File: src/rtl/hdlc_tx_pkg.sv
package hdlc_tx_pkg;

    localparam int UNIT_W = 8;
    localparam int LB_W   = $clog2(UNIT_W);

    typedef logic [UNIT_W-1:0] unit_t;

    // Line patterns, index 0 goes out first
    localparam unit_t FLAG_PAT  = 8'h7E;
    localparam unit_t ABORT_PAT = 8'hFE;
    localparam unit_t ONES_PAT  = 8'hFF;

    typedef enum logic [2:0] {
        ST_FILL,
        ST_OPEN,
        ST_BODY,
        ST_FCS,
        ST_CLOSE,
        ST_ABORT
    } tx_state_e;

    // Byte held by the serializer
    typedef struct packed {
        unit_t            bits;
        logic [LB_W-1:0]  last_idx;
        logic             last;
    } slot_t;

    function automatic slot_t make_slot(unit_t d, logic last, logic [LB_W-1:0] nb);
        slot_t s;
        s.bits     = d;
        s.last     = last;
        s.last_idx = (last && nb != '0) ? LB_W'(nb - 1'b1) : '1;
        return s;
    endfunction

endpackage

File: src/rtl/hdlc_crc_gen.sv
module hdlc_crc_gen #(
    parameter int             W        = 16,
    parameter logic [W-1:0]   POLY_REV = 16'h8408,
    parameter logic [W-1:0]   INIT     = '1
) (
    input  logic         clk,
    input  logic         rst,
    input  logic         clear,
    input  logic         step,
    input  logic         din,
    output logic [W-1:0] crc_nxt
);
    logic [W-1:0] crc_q;

    always_comb begin
        crc_nxt = crc_q >> 1;
        if (crc_q[0] ^ din) begin
            crc_nxt = crc_nxt ^ POLY_REV;
        end
    end

    always_ff @(posedge clk) begin
        if (rst || clear) begin
            crc_q <= INIT;
        end else if (step) begin
            crc_q <= crc_nxt;
        end
    end
endmodule

File: src/rtl/hdlc_stuff_ctr.sv
module hdlc_stuff_ctr #(
    parameter int RUN = 5
) (
    input  logic clk,
    input  logic rst,
    input  logic clear,
    input  logic step,
    input  logic din,
    output logic stuff_due
);
    localparam int RW = $clog2(RUN + 1);
    logic [RW-1:0] run_q;

    assign stuff_due = (run_q == RW'(RUN));

    always_ff @(posedge clk) begin
        if (rst || clear) begin
            run_q <= '0;
        end else if (step) begin
            run_q <= din ? run_q + 1'b1 : '0;
        end
    end
endmodule

File: src/rtl/hdlc_tx.sv
module hdlc_tx
    import hdlc_tx_pkg::*;
#(
    parameter int               CRC_W        = 16,
    parameter logic [CRC_W-1:0] CRC_POLY_REV = 16'h8408,
    parameter int               STUFF_RUN    = 5
) (
    input  logic              clk,
    input  logic              rst,
    input  logic              bit_en,
    input  logic              cfg_flag_fill,
    input  logic [UNIT_W-1:0] in_data,
    input  logic              in_valid,
    input  logic              in_last,
    input  logic [LB_W-1:0]   in_lastbits,
    output logic              in_ready,
    output logic              tx_bit,
    output logic              underrun_pulse
);
    localparam int CNT_W = $clog2((CRC_W > UNIT_W) ? CRC_W : UNIT_W);
    localparam logic [CNT_W-1:0] UNIT_LAST = CNT_W'(UNIT_W - 1);
    localparam logic [CNT_W-1:0] FCS_LAST  = CNT_W'(CRC_W - 1);

    tx_state_e         st;
    logic [CNT_W-1:0]  cnt;
    slot_t             cur;
    logic [CRC_W-1:0]  fcs_sh;
    logic              flag_q;
    logic              tx_q;
    logic              pulse_q;

    logic              stuff_due, stuff_now, body_st, unit_end, eff_flag;
    logic              need_byte, take, out_bit, body_emit_w;
    logic [CRC_W-1:0]  crc_nxt;
    logic [LB_W-1:0]   idx;
    slot_t             nxt_slot;

    assign idx       = cnt[LB_W-1:0];
    assign body_st   = (st == ST_BODY) || (st == ST_FCS);
    assign stuff_now = stuff_due && (body_st || (st == ST_CLOSE && cnt == '0));
    assign unit_end  = (cnt == UNIT_LAST);
    assign eff_flag  = (cnt == '0) ? cfg_flag_fill : flag_q;
    assign nxt_slot  = make_slot(in_data, in_last, in_lastbits);
    assign body_emit_w = bit_en && body_st;

    always_comb begin
        need_byte = 1'b0;
        unique case (st)
            ST_FILL:  need_byte = unit_end && eff_flag;
            ST_OPEN:  need_byte = unit_end;
            ST_BODY:  need_byte = !stuff_now && (cnt == CNT_W'(cur.last_idx)) && !cur.last;
            ST_CLOSE: need_byte = !stuff_now && unit_end && cfg_flag_fill;
            default:  need_byte = 1'b0;
        endcase
    end

    assign in_ready = bit_en && need_byte;
    assign take     = in_ready && in_valid;

    always_comb begin
        unique case (st)
            ST_FILL:  out_bit = eff_flag ? FLAG_PAT[idx] : ONES_PAT[idx];
            ST_OPEN:  out_bit = FLAG_PAT[idx];
            ST_CLOSE: out_bit = FLAG_PAT[idx];
            ST_ABORT: out_bit = ABORT_PAT[idx];
            ST_BODY:  out_bit = cur.bits[0];
            ST_FCS:   out_bit = fcs_sh[0];
            default:  out_bit = 1'b1;
        endcase
        if (stuff_now) begin
            out_bit = 1'b0;
        end
    end

    hdlc_crc_gen #(.W(CRC_W), .POLY_REV(CRC_POLY_REV), .INIT('1)) crc_i (
        .clk    (clk),
        .rst    (rst),
        .clear  (take && st != ST_BODY),
        .step   (bit_en && st == ST_BODY && !stuff_now),
        .din    (cur.bits[0]),
        .crc_nxt(crc_nxt)
    );

    hdlc_stuff_ctr #(.RUN(STUFF_RUN)) stuff_i (
        .clk      (clk),
        .rst      (rst),
        .clear    (bit_en && (stuff_now || !body_st)),
        .step     (bit_en && body_st && !stuff_now),
        .din      (out_bit),
        .stuff_due(stuff_due)
    );

    always_ff @(posedge clk) begin
        if (rst) begin
            st      <= ST_FILL;
            cnt     <= '0;
            cur     <= '0;
            fcs_sh  <= '0;
            flag_q  <= 1'b1;
            tx_q    <= 1'b1;
            pulse_q <= 1'b0;
        end else begin
            pulse_q <= 1'b0;
            if (bit_en) begin
                tx_q <= out_bit;
                if (!stuff_now) begin
                    unique case (st)
                        ST_FILL: begin
                            if (cnt == '0) flag_q <= cfg_flag_fill;
                            if (unit_end) begin
                                cnt <= '0;
                                if (take) begin
                                    cur <= nxt_slot;
                                    st  <= ST_BODY;
                                end else if (!eff_flag && in_valid) begin
                                    st <= ST_OPEN;
                                end
                            end else begin
                                cnt <= cnt + 1'b1;
                            end
                        end
                        ST_OPEN: begin
                            if (unit_end) begin
                                cnt <= '0;
                                if (take) begin
                                    cur <= nxt_slot;
                                    st  <= ST_BODY;
                                end else begin
                                    st      <= ST_ABORT;
                                    pulse_q <= 1'b1;
                                end
                            end else begin
                                cnt <= cnt + 1'b1;
                            end
                        end
                        ST_BODY: begin
                            cur.bits <= cur.bits >> 1;
                            if (cnt == CNT_W'(cur.last_idx)) begin
                                cnt <= '0;
                                if (cur.last) begin
                                    fcs_sh <= ~crc_nxt;
                                    st     <= ST_FCS;
                                end else if (take) begin
                                    cur <= nxt_slot;
                                end else begin
                                    st      <= ST_ABORT;
                                    pulse_q <= 1'b1;
                                end
                            end else begin
                                cnt <= cnt + 1'b1;
                            end
                        end
                        ST_FCS: begin
                            fcs_sh <= fcs_sh >> 1;
                            if (cnt == FCS_LAST) begin
                                cnt <= '0;
                                st  <= ST_CLOSE;
                            end else begin
                                cnt <= cnt + 1'b1;
                            end
                        end
                        ST_CLOSE: begin
                            if (unit_end) begin
                                cnt <= '0;
                                if (take) begin
                                    cur <= nxt_slot;
                                    st  <= ST_BODY;
                                end else begin
                                    st <= ST_FILL;
                                end
                            end else begin
                                cnt <= cnt + 1'b1;
                            end
                        end
                        default: begin
                            if (unit_end) begin
                                cnt <= '0;
                                st  <= ST_FILL;
                            end else begin
                                cnt <= cnt + 1'b1;
                            end
                        end
                    endcase
                end
            end
        end
    end

    assign tx_bit         = tx_q;
    assign underrun_pulse = pulse_q;
endmodule

File: config.mk
export PLATFORM = sky130hd
export DESIGN_NAME = hdlc_tx
export DESIGN_NICKNAME = d
export VERILOG_FILES = /design/src/rtl/hdlc_tx_pkg.sv /design/src/rtl/hdlc_crc_gen.sv /design/src/rtl/hdlc_stuff_ctr.sv /design/src/rtl/hdlc_tx.sv
export SDC_FILE = /design/constraint.sdc
export NUM_CORES = 1
export LEC_CHECK = 0
export BUFFER_PORTS_ARGS = -buffer_cell sky130_fd_sc_hd__buf_2
export CORE_AREA = 2 2 103 55
export CTS_CLUSTER_SIZE = 40
export DETAILED_ROUTE_END_ITERATION = 8
export DIE_AREA = 0 0 105 57
export PLACE_DENSITY_LB_ADDON = 0.3
export SYNTH_ARGS = -nofsm -noshare
export SYNTH_HDL_FRONTEND = slang
export SYNTH_SLANG_ARGS = --single-unit
File: constraint.sdc
create_clock -name clk -period 5.65 [get_ports clk]
set_clock_uncertainty 0.05 [all_clocks]
set_input_delay 0.8475 -clock clk [delete_from_list [all_inputs] [get_ports clk]]
set_output_delay 0.8475 -clock clk [all_outputs]
set_load 0.03 [all_outputs]
# Word level (Yosys, flattened, before mapping)
# Memories as Yosys holds them, arrays and structs flattened. A register that Yosys moved wholly into a read port is not among the register bits.
# Index checks and enable logic that the tools add are counted.
# Widths: inputs -> output; s select.
[totals]
memories = 3
regBits = 57
input_bits = 17
out_inout_bits = 3
mem_bits_ro = 24
wordCells = 135
[memory_table]
columns = ["name", "words", "word_bits", "read_ports", "rd_ports_with_merged_regs", "wr", "line_no", "rtl"]
rows = [
  ["(no name shown)", 8, 1, 1, 1, 0, "hdlc_tx.sv:65", "ST_ABORT: out_bit = ABORT_PAT[idx];"],
  ["(no name shown)", 8, 1, 1, 1, 0, "hdlc_tx.sv:64", "ST_CLOSE: out_bit = FLAG_PAT[idx];"],
  ["(no name shown)", 8, 1, 1, 1, 0, "hdlc_tx.sv:62", "ST_FILL: out_bit = eff_flag ? FLAG_PAT[idx] : ONES_PAT[idx];"],
]
[classes]
muxes = 48
reduce_logical = 42
n_bitwise = 5
n_eq_ne = 22
order_cmp = 1
addsub = 3
[op_table]
columns = ["op", "count"]
rows = [
  ["$mux 12", 5],
  ["$mux 3", 19],
  ["$mux 16", 3],
  ["$pmux 16 s2", 1],
  ["$pmux 12 s2", 1],
  ["$logic_and 1x1->1", 17],
  ["$not 16->16", 1],
  ["$pmux 3 s5", 1],
  ["$mux 4", 3],
  ["$ne 2x2->1 const B", 6],
  ["$mux 1", 10],
  ["$reduce_and 10->1", 1],
  ["$reduce_and 5->1", 2],
  ["$eq 3x3->1 const B", 3],
  ["$ne 2x1->1 const B", 4],
  ["$pmux 4 s2", 1],
  ["$reduce_and 8->1", 1],
  ["$eq 3x2->1 const B", 2],
  ["$ne 3x3->1 const B", 2],
  ["$reduce_and 6->1", 1],
  ["$reduce_bool 3->1", 2],
  ["$reduce_or 3->1", 2],
  ["$logic_or 1x1->1", 5],
  ["$pmux 1 s5", 1],
  ["22 further kinds", 27],
]

# Depth between registers and ports, before layout
[logic_depth]
depth_word = 14
depth_mapped = 10
depth_no_buf = 8

# Hierarchy
# From an unflattened synthesis, not the netlist that was laid out.
[hier_totals]
hier_cells = 380
hier_area_um2 = 3223.1
[modules_own_cells]
columns = ["mod", "cells_each", "n_inst", "seq_area_each_um2", "area_each_um2"]
rows = [
  ["hdlc_tx", 290, 1, 800.8, 2321.0],
  ["hdlc_crc_gen", 72, 1, 320.3, 733.2],
  ["hdlc_stuff_ctr", 18, 1, 60.1, 168.9],
]

# Least setup slack after synthesis
# Ideal clock, no wire load.
[synth_path]
path_kind = "input-to-output"
from = "input port cfg_flag_fill"
to = "output port in_ready"
n_path_buf = 0
t_required_ps = 4753
path_stages = 5
path_slack_ps = 2848
t_arrival_ps = 1905
path_cell_list = "nand2_1 nor3_1 a22o_1 o21ai_0 a21oi_1"
[synth_between]
elab_chain_len = 4
elab_cells_between_ends = 5
classes_between = "2 x mux; 3 x reduce/logical"
[synth_rtl]
columns = ["element", "line_no", "rtl"]
rows = [
  ["start: declaration", "hdlc_tx.sv:11", "input logic cfg_flag_fill,"],
  ["$mux 1", "-", ""],
  ["$logic_and 1x1->1", "hdlc_tx.sv:49", "ST_FILL: need_byte = unit_end && eff_flag;"],
  ["$pmux 1 s4 *", "hdlc_tx.sv:48", "unique case (st)"],
  ["$logic_and 1x1->1 *", "hdlc_tx.sv:57", "assign in_ready = bit_en && need_byte;"],
  ["end: declaration", "hdlc_tx.sv:16", "output logic in_ready,"],
]
# Mark *: on every way between the ends. The rest lies on a longest branch, timed or not.

# Final worst setup path
[layout_path]
from = "register cnt[0]"
to = "output port in_ready"
[layout_between]
elab_chain_len = 9
elab_cells_between_ends = 15
classes_between = "2 x eq/ne; 2 x mux; 11 x reduce/logical"
[layout_rtl]
columns = ["element", "line_no", "rtl"]
rows = [
  ["start: declaration", "hdlc_tx.sv:25", "logic [CNT_W-1:0] cnt;"],
  ["start signal: assignment", "hdlc_tx.sv:119", "cnt <= cnt + 1'b1;"],
  ["start signal: assignment", "hdlc_tx.sv:133", "cnt <= cnt + 1'b1;"],
  ["start signal: assignment", "hdlc_tx.sv:150", "cnt <= cnt + 1'b1;"],
  ["$logic_not 4->1", "hdlc_tx.sv:40, hdlc_tx.sv:42", ""],
  ["$logic_and 1x1->1", "hdlc_tx.sv:40", "assign stuff_now = stuff_due && (body_st || (st == ST_CLOSE && cnt == '0));"],
  ["$logic_or 1x1->1", "hdlc_tx.sv:40", ""],
  ["$logic_and 1x1->1", "hdlc_tx.sv:40", ""],
  ["$logic_not 1->1", "-", ""],
  ["$logic_and 1x1->1 (on tied branches) (2 in a row)", "hdlc_tx.sv:52, hdlc_tx.sv:51", ""],
  ["$pmux 1 s4 *", "hdlc_tx.sv:48", ""],
  ["$logic_and 1x1->1 *", "hdlc_tx.sv:57", ""],
]
# Marked as above.

==> flow_metrics.env <==
export IMPL_cpMaxStageDelayCell="nor3_1"
export IMPL_period_share=0.581
export IMPL_drc=0
export IMPL_start_util=0.576
export IMPL_grt_util_all_layers=0.250
export IMPL_cts_tree="yes"
export IMPL_io_buffers=19
export IMPL_cp_max_fo=6
export IMPL_ys_ff_latch=59
export IMPL_p_leak_nw=1.35
export IMPL_hold_path_class="reg2reg"
export IMPL_arrival_ns=2.38
export IMPL_use_met3=0.0880
export IMPL_cts_repair_resized=0
export IMPL_met2_usage=0.330
export IMPL_post_cts_buffers=0
export IMPL_maxSlewViolCount=0
export IMPL_drt_wl_total_mm=6.69
export IMPL_vias=2488
export IMPL_grt_pass1_vias=2318
export IMPL_outcome="finished clean"
export IMPL_grt_overflow=0
export IMPL_finalSetupViolations=0
export IMPL_die_h_um=57
export IMPL_core_um2=5180
export IMPL_cts_path_max_buffers=2
export IMPL_fin_util=0.632
export IMPL_grt_max_degree=43
export IMPL_nFillCells=493
export IMPL_met1_usage=0.379
export IMPL_finalNonFillerCells=442
export IMPL_fin_crit_ns=3.28
export IMPL_grt_busiest_layer="met1"
export IMPL_endpoint_kind="primary output"
export IMPL_htree_levels=3
export IMPL_clkLatencyLatePin_ns=0.34
export IMPL_yosys_warnings=0
export IMPL_antenna_found_initial=0
export IMPL_avgRoutedWirePerCell_um=15.1
export IMPL_critPathKind="reg2out"
export IMPL_synth_fp_nets=380
export IMPL_ant_nets=0
export IMPL_worst_r2r_path_depth=8
export IMPL_drt_pass1_iterations=5
export IMPL_path_cells="ha_1 -> nand2_1 -> nor3_1 -> o211ai_1 -> a21oi_1 -> buf_2"
export IMPL_worst_pin_slew_ns=0.928
export IMPL_syn_inst=357
export IMPL_avgSynthCellArea_um2=8.36
export IMPL_clk_pin_slew_ns=0.07
export IMPL_ys_flop_type="dfxtp_1"
export IMPL_synth_cell_type_count=56
export IMPL_hold_viol=0
export IMPL_worst_slew_margin_rel=0.379
export IMPL_async_reset_ff_frac=0
export IMPL_row_count=19
export IMPL_cts_inserted_buffers=9
export IMPL_required_ns=4.75
export IMPL_hpwlAfterDp_mm=4.73
export IMPL_fmax_mhz=305
export IMPL_diodes=0
export IMPL_slowest_delay_ns=0.54
export IMPL_drv_cap=0
export IMPL_layout_nets=387
export IMPL_synth_edf_count=0
export IMPL_multi_input_comb_area_um2=1630
export IMPL_clock_sinks=59
export IMPL_place_gp_congestion=0.916
export IMPL_rsz0062_at_grt="no"
export IMPL_vdd_drop_max_mv=0.172
export IMPL_syn_area_um2=2990
export IMPL_placed_cells=426
export IMPL_cts_root_buf="clkbuf_8"
export IMPL_cts_hold_buf=0
export IMPL_dieArea_um2=5990
export IMPL_routed_via_density=5.63
export IMPL_drt_iter0_markers=184
export IMPL_io_pins=20
export IMPL_layout_area_overhead_vs_synth_pct=9.72
export IMPL_layout_drive_gt1_share=0.138
export IMPL_worst_hold_slack_ns=0.404
export IMPL_min_path_cells=2
export IMPL_ys_seq_area_frac=0.396
export IMPL_start_kind="register"
export IMPL_grt_pass1_wl_mm=11.5
export IMPL_regArea_um2=1180
export IMPL_setup_tns_final_ns=0
export IMPL_cellPowerDensity_nw_per_um2=280
export IMPL_die_w_um=105
-- routing by layer --
metal,vias up,share of wire
met2,68,0.38
met5,-,0
met4,0,0.0075
met1,1142,0.54
li1,1272,-
met3,6,0.070
-- flip-flops by register name (all words and copies together), names as in the netlist, named ones only --
register        cells
cnt                 4
crc_i.crc_q        16
cur                12
fcs_sh             16
flag_q              1
st                  3
stuff_i.run_q       3
tx_bit              1
underrun_pulse      1
-- metrics by stage --
step	cell area [um2]	setup slack (ns)	power [mW]
floorplan	2990	2.85	0.469
global placement	3050	2.75	0.483
detailed placement	3050	2.73	0.484
CTS	3280	2.34	0.923
global route	3280	2.20	0.950
finish	3280	2.37	0.916
-- final cells by class --
type	count	area share
inverter	12	0.0138
timing repair buffer	20	0.0313
multi-input combinational	262	0.497
sequential	59	0.361
clock buffer	12	0.0474
tap	73	0.0279
clock inverter	4	0.0222
-- kinds of logic after synthesis --
group           synth area share
flops                      0.396
buf+inv                   0.0591
mux                       0.0373
fa+ha+maj                 0.0251
xor+xnor                  0.0314
simple gates               0.227
compound gates             0.224
-- path summary, 6_finish.rpt --
path | endpoint | slack (ns) | startpoint
hold reg to reg | fcs_sh[10] | 0.40 | fcs_sh[10]
hold / removal | fcs_sh[10] | 0.40 | fcs_sh[10]
setup / recovery | in_ready | 2.37 | cnt[0]
setup reg to reg | crc_i.crc_q[3] | 2.75 | cnt[0]
-- cells in the final DEF (no fill, tap or decap), types with 3 or more instances in the layout --
| cell | instances |
|---|---|
| a211oi_1 | 9 |
| a21o_1 | 3 |
| a21oi_1 | 33 |
| a311oi_1 | 3 |
| buf_2 | 19 |
| clkbuf_8 | 11 |
| dfxtp_1 | 59 |
| ha_1 | 6 |
| inv_1 | 11 |
| mux2i_1 | 10 |
| nand2_1 | 72 |
| nand2b_1 | 5 |
| nand3_1 | 20 |
| nor2_1 | 23 |
| nor2b_1 | 3 |
| nor3_1 | 5 |
| o211ai_1 | 19 |
| o21ai_0 | 4 |
| xnor2_1 | 4 |
| xor2_1 | 3 |
-- worst max-delay path, delay by kind of cell (launching register included) --
kind                       cells  cell delay, ns
adders and majority gates      1            0.27
and+or+nand+nor                2            0.70
buffers and inverters          1            0.22
DFF                            1            0.46
AOI/OAI and AO/OA              2            0.39
-- Yosys cell counts (2+ instances only) --
library cell  instances  area share
dfxtp_1              59        0.40
clkbuf_1             12       0.015
nor2b_1               3      0.0063
nand2b_1              5       0.010
nor2_1               23       0.029
xnor2_1               4       0.012
a22oi_1               2      0.0050
a21oi_2               2      0.0059
a32o_1                2      0.0067
a31oi_1               2      0.0042
a311oi_1              3      0.0088
nand3_1              20       0.034
ha_1                  6       0.025
nand2_1              72       0.091
a211oi_1              9       0.023
buf_6                 4       0.015
and2_1                2      0.0042
a21o_1                3      0.0075
xor2_2                2       0.011
o21ai_0               4      0.0067
nor3_1                5      0.0084
inv_1                11       0.014
buf_2                 6       0.010
and3_1                2      0.0042
xor2_1                3      0.0088
or3_1                 2      0.0042
mux2i_1              10       0.034
o211ai_1             19       0.048
a21oi_1              33       0.055
-- where the power goes --
part | switching, mW | internal, mW
Clock | 0.169 | 0.272
Sequential | 0.00400 | 0.420
Combinational | 0.0312 | 0.0198
Total | 0.204 | 0.711
(Power assumes the default switching activity.)
